$ cat src/rtl/conv_seq_pkg.sv
package conv_seq_pkg;

  typedef enum logic [2:0] {
    PH_OFF,
    PH_TRACK,
    PH_CONV,
    PH_SHIFT,
    PH_TAIL
  } seq_phase_e;

  // Phase reached after cnt falling edges of the current frame.
  function automatic seq_phase_e phase_of(input logic sel_n, input int cnt,
                                          input int acq, input int lead,
                                          input int frame);
    if (sel_n)           return PH_OFF;
    else if (cnt < acq)  return PH_TRACK;
    else if (cnt < lead) return PH_CONV;
    else if (cnt < frame) return PH_SHIFT;
    else                 return PH_TAIL;
  endfunction

endpackage

$ cat src/rtl/cseq_edge_counter.sv
module cseq_edge_counter #(
  parameter int CNT_W = 5,
  parameter int LIMIT = 24
) (
  input  logic             sclk,
  input  logic             cs_n,
  output logic [CNT_W-1:0] cnt
);
  localparam logic [CNT_W-1:0] CNT_MAX = CNT_W'(LIMIT);

  // Saturates so that clocks after the frame leave the state alone.
  always_ff @(negedge sclk or posedge cs_n) begin
    if (cs_n)
      cnt <= '0;
    else if (cnt != CNT_MAX)
      cnt <= cnt + 1'b1;
  end
endmodule

$ cat src/rtl/cseq_phase_decode.sv
module cseq_phase_decode
  import conv_seq_pkg::*;
#(
  parameter int CNT_W = 5,
  parameter int ACQ   = 6,
  parameter int LEAD  = 8,
  parameter int FRAME = 24
) (
  input  logic             cs_n,
  input  logic [CNT_W-1:0] cnt,
  output logic             latch_pulse,
  output logic             shift_en,
  output logic             pwr_up
);
  localparam logic [CNT_W-1:0] LATCH_AT = CNT_W'(LEAD - 1);

  seq_phase_e ph;

  always_comb begin
    ph          = phase_of(cs_n, int'(cnt), ACQ, LEAD, FRAME);
    latch_pulse = (ph == PH_CONV) && (cnt == LATCH_AT);
    shift_en    = (ph == PH_SHIFT);
    pwr_up      = (ph != PH_OFF);
  end
endmodule

$ cat src/rtl/cseq_shifter.sv
module cseq_shifter #(
  parameter int DATA_W = 16
) (
  input  logic              sclk,
  input  logic              cs_n,
  input  logic              load,
  input  logic              shift,
  input  logic [DATA_W-1:0] din,
  output logic              bit_out
);
  logic [DATA_W-1:0] sr;

  always_ff @(negedge sclk or posedge cs_n) begin
    if (cs_n) begin
      sr      <= '0;
      bit_out <= 1'b0;
    end else if (load) begin
      bit_out <= din[DATA_W-1];
      sr      <= {din[DATA_W-2:0], 1'b0};
    end else if (shift) begin
      bit_out <= sr[DATA_W-1];
      sr      <= {sr[DATA_W-2:0], 1'b0};
    end
  end
endmodule

$ cat src/rtl/conv_serial_seq.sv
module conv_serial_seq #(
  parameter int DATA_W     = 16,
  parameter int LEAD_ZEROS = 8,
  parameter int ACQ_EDGES  = 6
) (
  input  logic              sclk,
  input  logic              cs_n,
  input  logic [DATA_W-1:0] core_result,
  output logic              dout,
  output logic              dout_oe,
  output logic              pwr_up
);
  localparam int FRAME = LEAD_ZEROS + DATA_W;
  localparam int CNT_W = $clog2(FRAME + 1);

  logic [CNT_W-1:0] edge_cnt;
  logic             latch_pulse;
  logic             shift_en;
  logic             bit_q;

  cseq_edge_counter #(.CNT_W(CNT_W), .LIMIT(FRAME)) u_cnt (
    .sclk(sclk), .cs_n(cs_n), .cnt(edge_cnt)
  );

  cseq_phase_decode #(.CNT_W(CNT_W), .ACQ(ACQ_EDGES), .LEAD(LEAD_ZEROS),
                      .FRAME(FRAME)) u_dec (
    .cs_n(cs_n), .cnt(edge_cnt), .latch_pulse(latch_pulse),
    .shift_en(shift_en), .pwr_up(pwr_up)
  );

  cseq_shifter #(.DATA_W(DATA_W)) u_sh (
    .sclk(sclk), .cs_n(cs_n), .load(latch_pulse), .shift(shift_en),
    .din(core_result), .bit_out(bit_q)
  );

  assign dout    = bit_q;
  assign dout_oe = ~cs_n;
endmodule

$ cat config.mk
export PLATFORM = sky130hd
export DESIGN_NAME = conv_serial_seq
export DESIGN_NICKNAME = d
export VERILOG_FILES = /design/src/rtl/conv_seq_pkg.sv /design/src/rtl/cseq_edge_counter.sv /design/src/rtl/cseq_phase_decode.sv /design/src/rtl/cseq_shifter.sv /design/src/rtl/conv_serial_seq.sv
export SDC_FILE = /design/constraint.sdc
export NUM_CORES = 1
export LEC_CHECK = 0
export ABC_AREA = 1
export BUFFER_PORTS_ARGS = -buffer_cell sky130_fd_sc_hd__buf_4
export CAP_MARGIN = 0
export CORE_ASPECT_RATIO = 1.1
export CORE_MARGIN = 10
export CORE_UTILIZATION = 49
export DETAILED_ROUTE_END_ITERATION = 12
export GPL_ROUTABILITY_DRIVEN = 0
export HOLD_SLACK_MARGIN = 0.12
export PLACE_DENSITY = 0.75
export SYNTH_ARGS = -nofsm -noshare
export SYNTH_HDL_FRONTEND = slang
export SYNTH_SLANG_ARGS = --single-unit
$ cat constraint.sdc
create_clock -name sclk -period 1.8 [get_ports sclk]
set_clock_uncertainty 0.2 [all_clocks]
set_input_delay 0.09 -clock sclk [delete_from_list [all_inputs] [get_ports sclk]]
set_output_delay 0.09 -clock sclk [all_outputs]
set_load 0.02 [all_outputs]
* Yosys cells after proc, flatten, opt, wreduce, memory -nomap -nowiden
Index checks and enable logic that the tools add are counted.
** Word-level totals
- Logic and storage cells :: 23
- Flip-flop bits (word level) :: 22
- Input port bits :: 18
** Cells by class
- Add/subtract/negate cells :: 1
- Equality and inequality tests :: 4
- Bitwise logic cells :: 1
- Reduce and logical (&&, ||, !) cells :: 3
- Mux-type cells :: 8
- Magnitude comparators :: 3
** Operators with widths (count)
- $mux 16 :: 2
- $mux 3 :: 4
- $eq 3x2->1 const B :: 2
- $add 5x1->5 const B :: 1
- $eq 5x3->1 const B :: 1
- $lt 5x3->1 const B :: 1
- $lt 5x4->1 const B :: 1
- $lt 5x5->1 const B :: 1
- $ne 5x5->1 const B :: 1
- $reduce_bool 3->1 :: 1
- $mux 1 :: 2
- $reduce_bool 2->1 :: 1
- $logic_and 1x1->1 :: 1
- $not 1->1 :: 1

* Logic depth before layout (Yosys ltp)
Gate-level depths: netlist of the first run.
- Depth after elaboration :: 8
- Mapped depth :: 9

* Cells and area by module
A second synthesis of the first run with hierarchy kept.
** Unflattened totals
- Cell total of the unflattened synthesis :: 133
- Area total of the unflattened synthesis :: 1074.8 sq um
** By module, submodules not included
- cseq_shifter :: cells each 88, times used 1, sequential area each 400.4 sq um, area an instance 763.2 sq um
- cseq_edge_counter :: cells each 33, times used 1, sequential area each 125.1 sq um, area an instance 265.3 sq um
- cseq_phase_decode :: cells each 11, times used 1, sequential area each 0.0 sq um, area an instance 42.5 sq um
- conv_serial_seq :: cells each 1, times used 1, sequential area each 0.0 sq um, area an instance 3.8 sq um

==> results of run 1 <==
power by group:
part	internal, mW	switching, mW
Sequential	0.510	0.0193
Clock	0.0861	0.129
Combinational	0.0621	0.0617
worst paths after layout:
kind	cells after the start	end	start
setup / recovery	1	dout	u_sh.bit_out$_DFFE_NP0P_
hold / removal	1	u_cnt.cnt[0]$_DFFE_NP0N_	u_cnt.cnt[0]$_DFFE_NP0N_
setup reg to reg	8	u_sh.sr[7]$_DFFE_NP0P_	u_cnt.cnt[0]$_DFFE_NP0N_
hold reg to reg	1	u_cnt.cnt[0]$_DFFE_NP0N_	u_cnt.cnt[0]$_DFFE_NP0N_
max in group asynchronous	3	u_sh.sr[11]$_DFFE_NP0P_	cs_n
min in group asynchronous	3	u_sh.sr[7]$_DFFE_NP0P_	cs_n
stage by stage:
step | cell area [sq um] | setup WS (ps)
after CTS | 1470 | -268
after global routing | 1470 | -290
after detailed placement | 1440 | -251
after floorplan | 1210 | -463
after global placement | 1440 | -213
final | 1470 | -251
cell type report:
| cell class | count | area, sq um | share of cell area (%) |
|---|---|---|---|
| clock buffers | 4 | 26.3 | 1.79 |
| multi-input cells | 94 | 490 | 33.3 |
| well taps | 30 | 37.5 | 2.55 |
| repair buffers | 28 | 239 | 16.2 |
| flip-flops and latches | 21 | 526 | 35.7 |
| inverters | 39 | 153 | 10.4 |
cell usage after synthesis, types with 2 or more instances:
master   count  area, sq um
buf_6        2         22.5
nand4_1     15         93.8
nand2_1     49          184
inv_2        2         7.51
inv_1       36          135
buf_2        4         20.0
nand3_1     16         80.1
xor2_1       2         17.5
nor2_1       3         11.3
dfrtn_1     21          526
sequential cells by signal, indices dropped and copies added (netlist names):
signal / flops
u_cnt.cnt: 5
u_sh.sr: 15
u_sh.bit_out: 1
cell families (layout without fill, tap and decap cells):
logic type	count (synthesis)	count (layout)	share of synthesized area, %
flops	21	21	43.5
buf+inv	45	71	15.9
fa+ha+maj	1	1	1.04
simple gates	89	89	36.9
xor+xnor	3	3	2.18
compound gates	1	1	0.518
routing by layer:
metal	vias to the layer above	wire length, um	share of wire, %	global-route usage, %
met2	24	1230	48	20.7
met3	0	162	6.4	3.07
met4	0	0	0	2.05
met1	496	1160	45	13.3
li1	543	-	-	-
met5	-	0	0	0
worst register-to-register path: stages, from the launching register on:
cell     delay, ps
dfrtn_1        460
ha_1           240
inv_2           80
nor2_8         110
nand3_4         90
nand2_4        110
inv_4           80
nand2_1         70
nand2_1         50
repair_timing:
item,in CTS,in global routing
setup endpoints to repair,1,1
gates resized for setup,1,0
cloned,0,0
==> run_results.csv, run 1 <==
group,metric,value,unit
final_layout,layout_commonest_cell,"nand2_1",
clock_network,post-cts-setup-buffer-count,0,
drt,first_pass_iters,4,
critical_path,path_delay_family,"flip-flops",
final_layout,final_cells,216,
clock_network,cts.root.buffer_cell,"clkbuf_4",
critical_path,critPathLaunchType,"flop",
final_layout,drive_above_1_share,21.5,%
floorplanning,die_x,67.3,um
drt,routedWlPerCell,11.8,um
critical_path,endpoint_kind,"output port",
synthesis,synth_cells,160,
critical_path,worstPathArrival,1760,ps
synthesis,seq_area_frac_synth,43.5,%
drt,drc,0,
final_layout,fill_cells,214,
synthesis,yosys_warnings,0,
sta,worst_pin_slew,433,ps
synthesis,synth_cell_types,20,
power_and_ir_drop,irDropWorstVdd,408,uV
global_route,grt_antenna_before_repair,0,
status,violations,"setup timing",
final_layout,utilization,64.1,%
drt,viasPerCell,4.92,
drt,drt_iter0_markers,122,
place,dp.cells,212,
clock_network,path_clk_slew,70,ps
global_route,grt_max_degree,23,
clock_network,cts_tree,"yes",
synthesis,async_flop_share,100,%
power_and_ir_drop,power.density,590,nW/um^2
final_layout,area_growth_syn_to_layout,21.9,%
critical_path,cp_cell_sequence,"buf_6",
sta,setup_ws,-251,ps
synthesis,netlist_area,1210,sq um
drt,drtAntennaViolNets,0,
sta,relSlewSlack,70.9,%
critical_path,worst_ep_required_time,1510,ps
floorplanning,die_area,4850,sq um
sta,report.final.slew_viol_count,0,
status,status,"finished, violations left",
min_path,hold_class,"reg -> reg",
clock_network,clkLatencyLatePin,290,ps
floorplanning,rows,18,
power_and_ir_drop,leakage,0.869,nW
synthesis,ys.flop_type,"dfrtn_1",
critical_path,crit_path_max_fanout,2,
floorplanning,die_height,72.1,um
sta,final-hold-violation-count,0,
run,max_cap_violations,0,
global_route,globalRouteOverflowTotal,0,
drt,drt-total-wl,2550,um
final_layout,nNetsFinal,206,
clock_network,htreeDepth,1,
synthesis,synth_edf_count,0,
clock_network,cts_num_sinks,21,
critical_path,slowest_delay,440,ps
global_route,grt_pass1_wl,4630,um
synthesis,yosys_register_bits,21,
place,io_buffers,20,
global_route,grt_pass1_vias,1099,
synthesis,synth_fp_nets,179,
clock_network,cts_hold_buffers,0,
sta,whs,208,ps
critical_path,path_buf_inv,1,
clock_network,clockBufferDepth,2,
critical_path,crit_type,"reg -> out",
floorplanning,io_pins,21,
drt,vias,1063,
final_layout,final_cell_mix,"nand2_1 (49), inv_1 (35), buf_4 (25)",
sta,setup_viol,1,
critical_path,reg2reg_slack,150,ps
global_route,grt_usage,11.5,%
floorplanning,coreArea,2300,sq um
floorplanning,initial_core_util,52.6,%
clock_network,cts_buffers,3,
sta,rsz0062_at_grt,"true",
final_layout,n_antenna_cell,0,
sta,fin_setup_tns,-251,ps
critical_path,crit_slowest_cell,"dfrtn_1",
synthesis,syn_avg_cell_area,7.55,sq um
place,hpwl,1970,um
power_and_ir_drop,p_total,868,uW
(Power assumes the default switching activity.)
==> run 2: changes to the inputs <==
RECOVER_POWER = 100   (was unset)
==> run 2 against run 1 <==
The flow still finishes with violations (setup timing). Sequential cell count unchanged. Critical path depth unchanged. Worst setup slack about the same. Clock power about the same. Cell count unchanged. Register-to-register slack about the same. Sequential share of layout area increased by 0.21 points. Total power decreased by 0.22%. Cell area decreased by 0.60%. Via count about the same. Largest power group unchanged.
==> run_results.csv, run 2 (synthesis gave the netlist of run 1 again) <==
group,metric,value,unit
power_and_ir_drop,irDropWorstVdd,405,uV
drt,drc,0,
drt,first_pass_iters,4,
drt,drt-total-wl,2550,um
final_layout,final_cells,216,
run,max_cap_violations,0,
min_path,hp-start,"u_cnt.cnt[0]$_DFFE_NP0N_",
final_layout,utilization,63.7,%
final_layout,regMostFlops,"u_sh.sr",
drt,vias,1062,
status,violations,"setup timing",
floorplanning,coreArea,2300,sq um
power_and_ir_drop,leakage,0.864,nW
sta,final-hold-violation-count,0,
drt,drt_iter0_markers,124,
min_path,worstHoldEndpoint,"u_cnt.cnt[0]$_DFFE_NP0N_",
critical_path,worst_ep_required_time,1510,ps
clock_network,clkLatencyLatePin,290,ps
final_layout,area_growth_syn_to_layout,21.1,%
critical_path,slowest_delay,440,ps
floorplanning,io_pins,21,
floorplanning,die_area,4850,sq um
min_path,whs_path_depth,1,
place,io_buffers,20,
clock_network,htreeDepth,1,
clock_network,clockBufferDepth,2,
critical_path,cp_cell_sequence,"buf_6",
clock_network,cts.root.buffer_cell,"clkbuf_4",
sta,setup_viol,17,
global_route,grt_max_degree,23,
final_layout,n_antenna_cell,0,
drt,routedWlPerCell,11.8,um
clock_network,cts_num_sinks,21,
critical_path,crit_type,"reg -> out",
floorplanning,die_x,67.3,um
critical_path,reg2reg_to,"u_sh.sr[7]$_DFFE_NP0P_",
global_route,grt_pass1_wl,4630,um
critical_path,r2r_cells,8,
final_layout,nNetsFinal,206,
drt,viasPerCell,4.92,
floorplanning,initial_core_util,52.6,%
final_layout,reg_top3,"u_sh.sr: 15 flops, u_cnt.cnt: 5 flops, u_sh.bit_out: 1 flops",
critical_path,crit_slowest_cell,"dfrtn_1",
critical_path,critPathLaunch,"u_sh.bit_out$_DFFE_NP0P_",
final_layout,drive_above_1_share,21.0,%
critical_path,reg2reg_slack,150,ps
sta,worst_pin_slew,537,ps
sta,relSlewSlack,64.2,%
critical_path,reg2reg_from,"u_cnt.cnt[0]$_DFFE_NP0N_",
global_route,globalRouteOverflowTotal,0,
critical_path,worstPathArrival,1760,ps
clock_network,cts_buffers,3,
power_and_ir_drop,p_total,866,uW
final_layout,final_cell_mix,"nand2_1 (49), inv_1 (35), buf_4 (22)",
drt,drtAntennaViolNets,0,
power_and_ir_drop,power.density,592,nW/um^2
floorplanning,rows,18,
final_layout,largest_reg_flops,15,
global_route,grt_pass1_vias,1099,
global_route,grt_antenna_before_repair,0,
place,dp.cells,212,
clock_network,cts_tree,"yes",
min_path,hold_class,"reg -> reg",
final_layout,layout_commonest_cell,"nand2_1",
sta,setup_ws,-251,ps
clock_network,cts_hold_buffers,0,
global_route,grt_usage,11.5,%
place,hpwl,1970,um
critical_path,crit_path_max_fanout,2,
clock_network,path_clk_slew,70,ps
sta,fin_setup_tns,-2050,ps
critical_path,endpoint_kind,"output port",
status,status,"finished, violations left",
sta,report.final.slew_viol_count,0,
critical_path,path_buf_inv,1,
critical_path,critPathLaunchType,"flop",
sta,rsz0062_at_grt,"true",
critical_path,path_delay_family,"flip-flops",
floorplanning,die_height,72.1,um
[run 2: worst max path at each step]
stage / endpoint / slack (ps) / cells after the start
final: dout / -250 / 1
after global routing: dout / -290 / 1
after CTS: dout / -270 / 1
after detailed placement: u_sh.sr[3]$_DFFE_NP0P_ / -250 / 7
after global placement: u_sh.sr[13]$_DFFE_NP0P_ / -210 / 7
after floorplan: u_sh.bit_out$_DFFE_NP0P_ / -460 / 6
[run 2: worst register-to-register path, cell delays in order, from the launching register on]
cell and delay (ps):
dfrtn_1 460, ha_1 240, inv_2 80, nor2_8 110, nand3_4 90, nand2_4 110, inv_4 80, nand2_1 70
nand2_1 50
[run 2: cell type report]
class / count / area, sq um
Clock buffer: 4 / 26.3
Fill cell: 216 / 835
Inverter: 39 / 153
Multi-Input combinational cell: 94 / 490
Sequential cell: 21 / 526
Tap cell: 30 / 37.5
Timing Repair Buffer: 28 / 230
[run 2: metrics by stage]
| step | setup WS [ps] | hold slack, ps | instance area [sq um] |
|---|---|---|---|
| after floorplan | -463 | 56.6 | 1210 |
| after global routing | -290 | 244 | 1460 |
| after CTS | -268 | 215 | 1470 |
| final | -251 | 207 | 1460 |
| after global placement | -213 | 194 | 1440 |
| after detailed placement | -251 | 213 | 1440 |
[run 2: what timing repair did]
action / CTS / global route
gates resized for setup: 1 / 0
endpoints found under the setup margin: 1 / 1
setup buffers: 0 / 0
[run 2: layer usage]
layer,up-vias,GRT usage (%),share of wire (%)
met5,-,0,0
met4,0,2.05,0
met3,0,3.07,6.3
met2,22,20.7,48
met1,498,13.3,46
li1,542,-,-
[run 2: power breakdown]
group	switching (mW)	internal, mW	total, mW	leakage [nW]
Clock	0.129	0.0861	0.215	0.0150
Combinational	0.0617	0.0603	0.122	0.571
Sequential	0.0192	0.510	0.529	0.278
Total	0.210	0.657	0.866	0.864
==> run 3: changes to the inputs <==
CORE_UTILIZATION = 45   (was 49)
PLACE_DENSITY = 0.7   (was 0.75)
==> run 3 against run 2 <==
The run still ends with setup timing left. Non-clock buffer count increased by 2. Critical path depth unchanged. Sequential power about the same. Core utilization decreased by 5.5 points. Cell count increased by 1.4%. First-iteration DRC count decreased by 31%. Critical endpoint unchanged. Highest routed layer is now met4. Clock power increased by 2%. Sequential share of layout area decreased by 0.40 points. Routed wire length decreased by 1.4%. Cell area increased by 1.1%. Hold slack improved by 3.8 ps.
==> run_results.csv, run 3 (synthesis gave the netlist of run 1 again) <==
group,metric,value,unit
critical_path,crit_type,"reg -> out",
critical_path,path_buf_inv,1,
drt,drt_iter0_markers,86,
clock_network,cts.root.buffer_cell,"clkbuf_4",
critical_path,critPathLaunchType,"flop",
clock_network,cts_tree,"yes",
floorplanning,io_pins,21,
clock_network,htreeDepth,1,
global_route,grt_pass1_vias,1098,
drt,drt-total-wl,2520,um
power_and_ir_drop,leakage,0.876,nW
floorplanning,initial_core_util,47.5,%
sta,relSlewSlack,64.8,%
final_layout,fill_cells,224,
drt,drc,0,
clock_network,cts_num_sinks,21,
critical_path,path_delay_family,"flip-flops",
final_layout,area_growth_syn_to_layout,22.5,%
power_and_ir_drop,power.density,594,nW/um^2
global_route,grt_antenna_before_repair,0,
sta,report.final.slew_viol_count,0,
min_path,hold_class,"reg -> reg",
critical_path,cp_cell_sequence,"buf_6",
drt,m1WireLength,1160,um
place,io_buffers,20,
final_layout,postLayoutCellArea,1480,sq um
critical_path,worstPathArrival,1740,ps
global_route,globalRouteOverflowTotal,0,
floorplanning,die_x,69.4,um
drt,first_pass_iters,4,
status,violations,"setup timing",
clock_network,clockBufferDepth,2,
critical_path,endpoint_kind,"output port",
critical_path,crit_slowest_cell,"dfrtn_1",
drt,drtAntennaViolNets,0,
global_route,grt_pass1_wl,4630,um
critical_path,worst_ep_required_time,1510,ps
status,status,"finished, violations left",
sta,setup_ws,-229,ps
floorplanning,rows,19,
sta,worst_pin_slew,527,ps
sta,rsz0062_at_grt,"true",
final_layout,drive_above_1_share,21.8,%
drt,met3_length,148,um
sta,whs,211,ps
final_layout,regMostFlops,"u_sh.sr",
drt,top_layer,"met4",
floorplanning,die_area,5160,sq um
run,max_cap_violations,0,
final_layout,largest_reg_flops,15,
sta,setup_viol,17,
critical_path,crit_path_max_fanout,2,
drt,routedWlPerCell,11.5,um
clock_network,cts_buffers,3,
final_layout,reg_top3,"u_sh.sr: 15 flops, u_cnt.cnt: 5 flops, u_sh.bit_out: 1 flops",
drt,met2_length,1190,um
floorplanning,die_height,74.3,um
global_route,grt_max_degree,23,
final_layout,layout_commonest_cell,"nand2_1",
final_layout,final_cells,219,
place,hpwl,1940,um
power_and_ir_drop,p_total,879,uW
drt,viasPerCell,4.79,
global_route,grt_usage,10.6,%
place,dp.cells,213,
clock_network,clkLatencyLatePin,290,ps
clock_network,cts_hold_buffers,0,
power_and_ir_drop,irDropWorstVdd,414,uV
final_layout,nNetsFinal,208,
clock_network,path_clk_slew,80,ps
floorplanning,coreArea,2540,sq um
critical_path,slowest_delay,430,ps
drt,vias,1049,
final_layout,n_antenna_cell,0,
place,dpl_cell_area,1440,sq um
final_layout,final_cell_mix,"nand2_1 (49), inv_1 (35), buf_4 (24)",
sta,final-hold-violation-count,0,
[run 3: layout make-up]
class | count | area, sq um | area share (%)
inverter | 39 | 153 | 10.3
sequential | 21 | 526 | 35.5
clock buffer | 4 | 26.3 | 1.78
multi-input combinational | 94 | 490 | 33.2
timing repair buffer | 30 | 245 | 16.6
tap | 31 | 38.8 | 2.62
[run 3: worst paths after layout]
kind                                     startpoint                       end  slack, ps  cells after the start
max                        u_sh.bit_out$_DFFE_NP0P_                      dout       -230                      1
min                        u_cnt.cnt[0]$_DFFE_NP0N_  u_cnt.cnt[0]$_DFFE_NP0N_        210                      1
max reg2reg                u_cnt.cnt[0]$_DFFE_NP0N_    u_sh.sr[7]$_DFFE_NP0P_        140                      8
min reg2reg                u_cnt.cnt[0]$_DFFE_NP0N_  u_cnt.cnt[0]$_DFFE_NP0N_        210                      1
max in group asynchronous                      cs_n    u_sh.sr[5]$_DFFE_NP0P_        360                      3
min in group asynchronous                      cs_n  u_cnt.cnt[1]$_DFFE_NP0N_        660                      3
[run 3: power by group]
group	total (mW)	switching (mW)	internal [mW]
registers	0.528	0.0174	0.510
logic	0.132	0.0638	0.0680
clock network	0.219	0.133	0.0861
[run 3: timing repair]
action	CTS	global route
endpoints found under the setup margin	1	1
resized for setup	1	0
buffers inserted	1	1
[run 3: stage by stage]
stage          worst slack, ps  setup TNS [ps]  utilization, %
2_1_floorplan             -463           -6560               -
3_3_place_gp              -229           -3470            56.7
3_5_place_dp              -257           -3970            56.7
4_1_cts                   -235            -235            58.2
5_1_grt                   -269           -3690            58.1
6_report                  -229           -2420            58.1
[run 3: per-layer routing]
metal	vias up	track usage, %
li1	548	-
met2	22	18.1
met5	-	0
met3	2	3.06
met4	0	4.03
met1	477	12.3
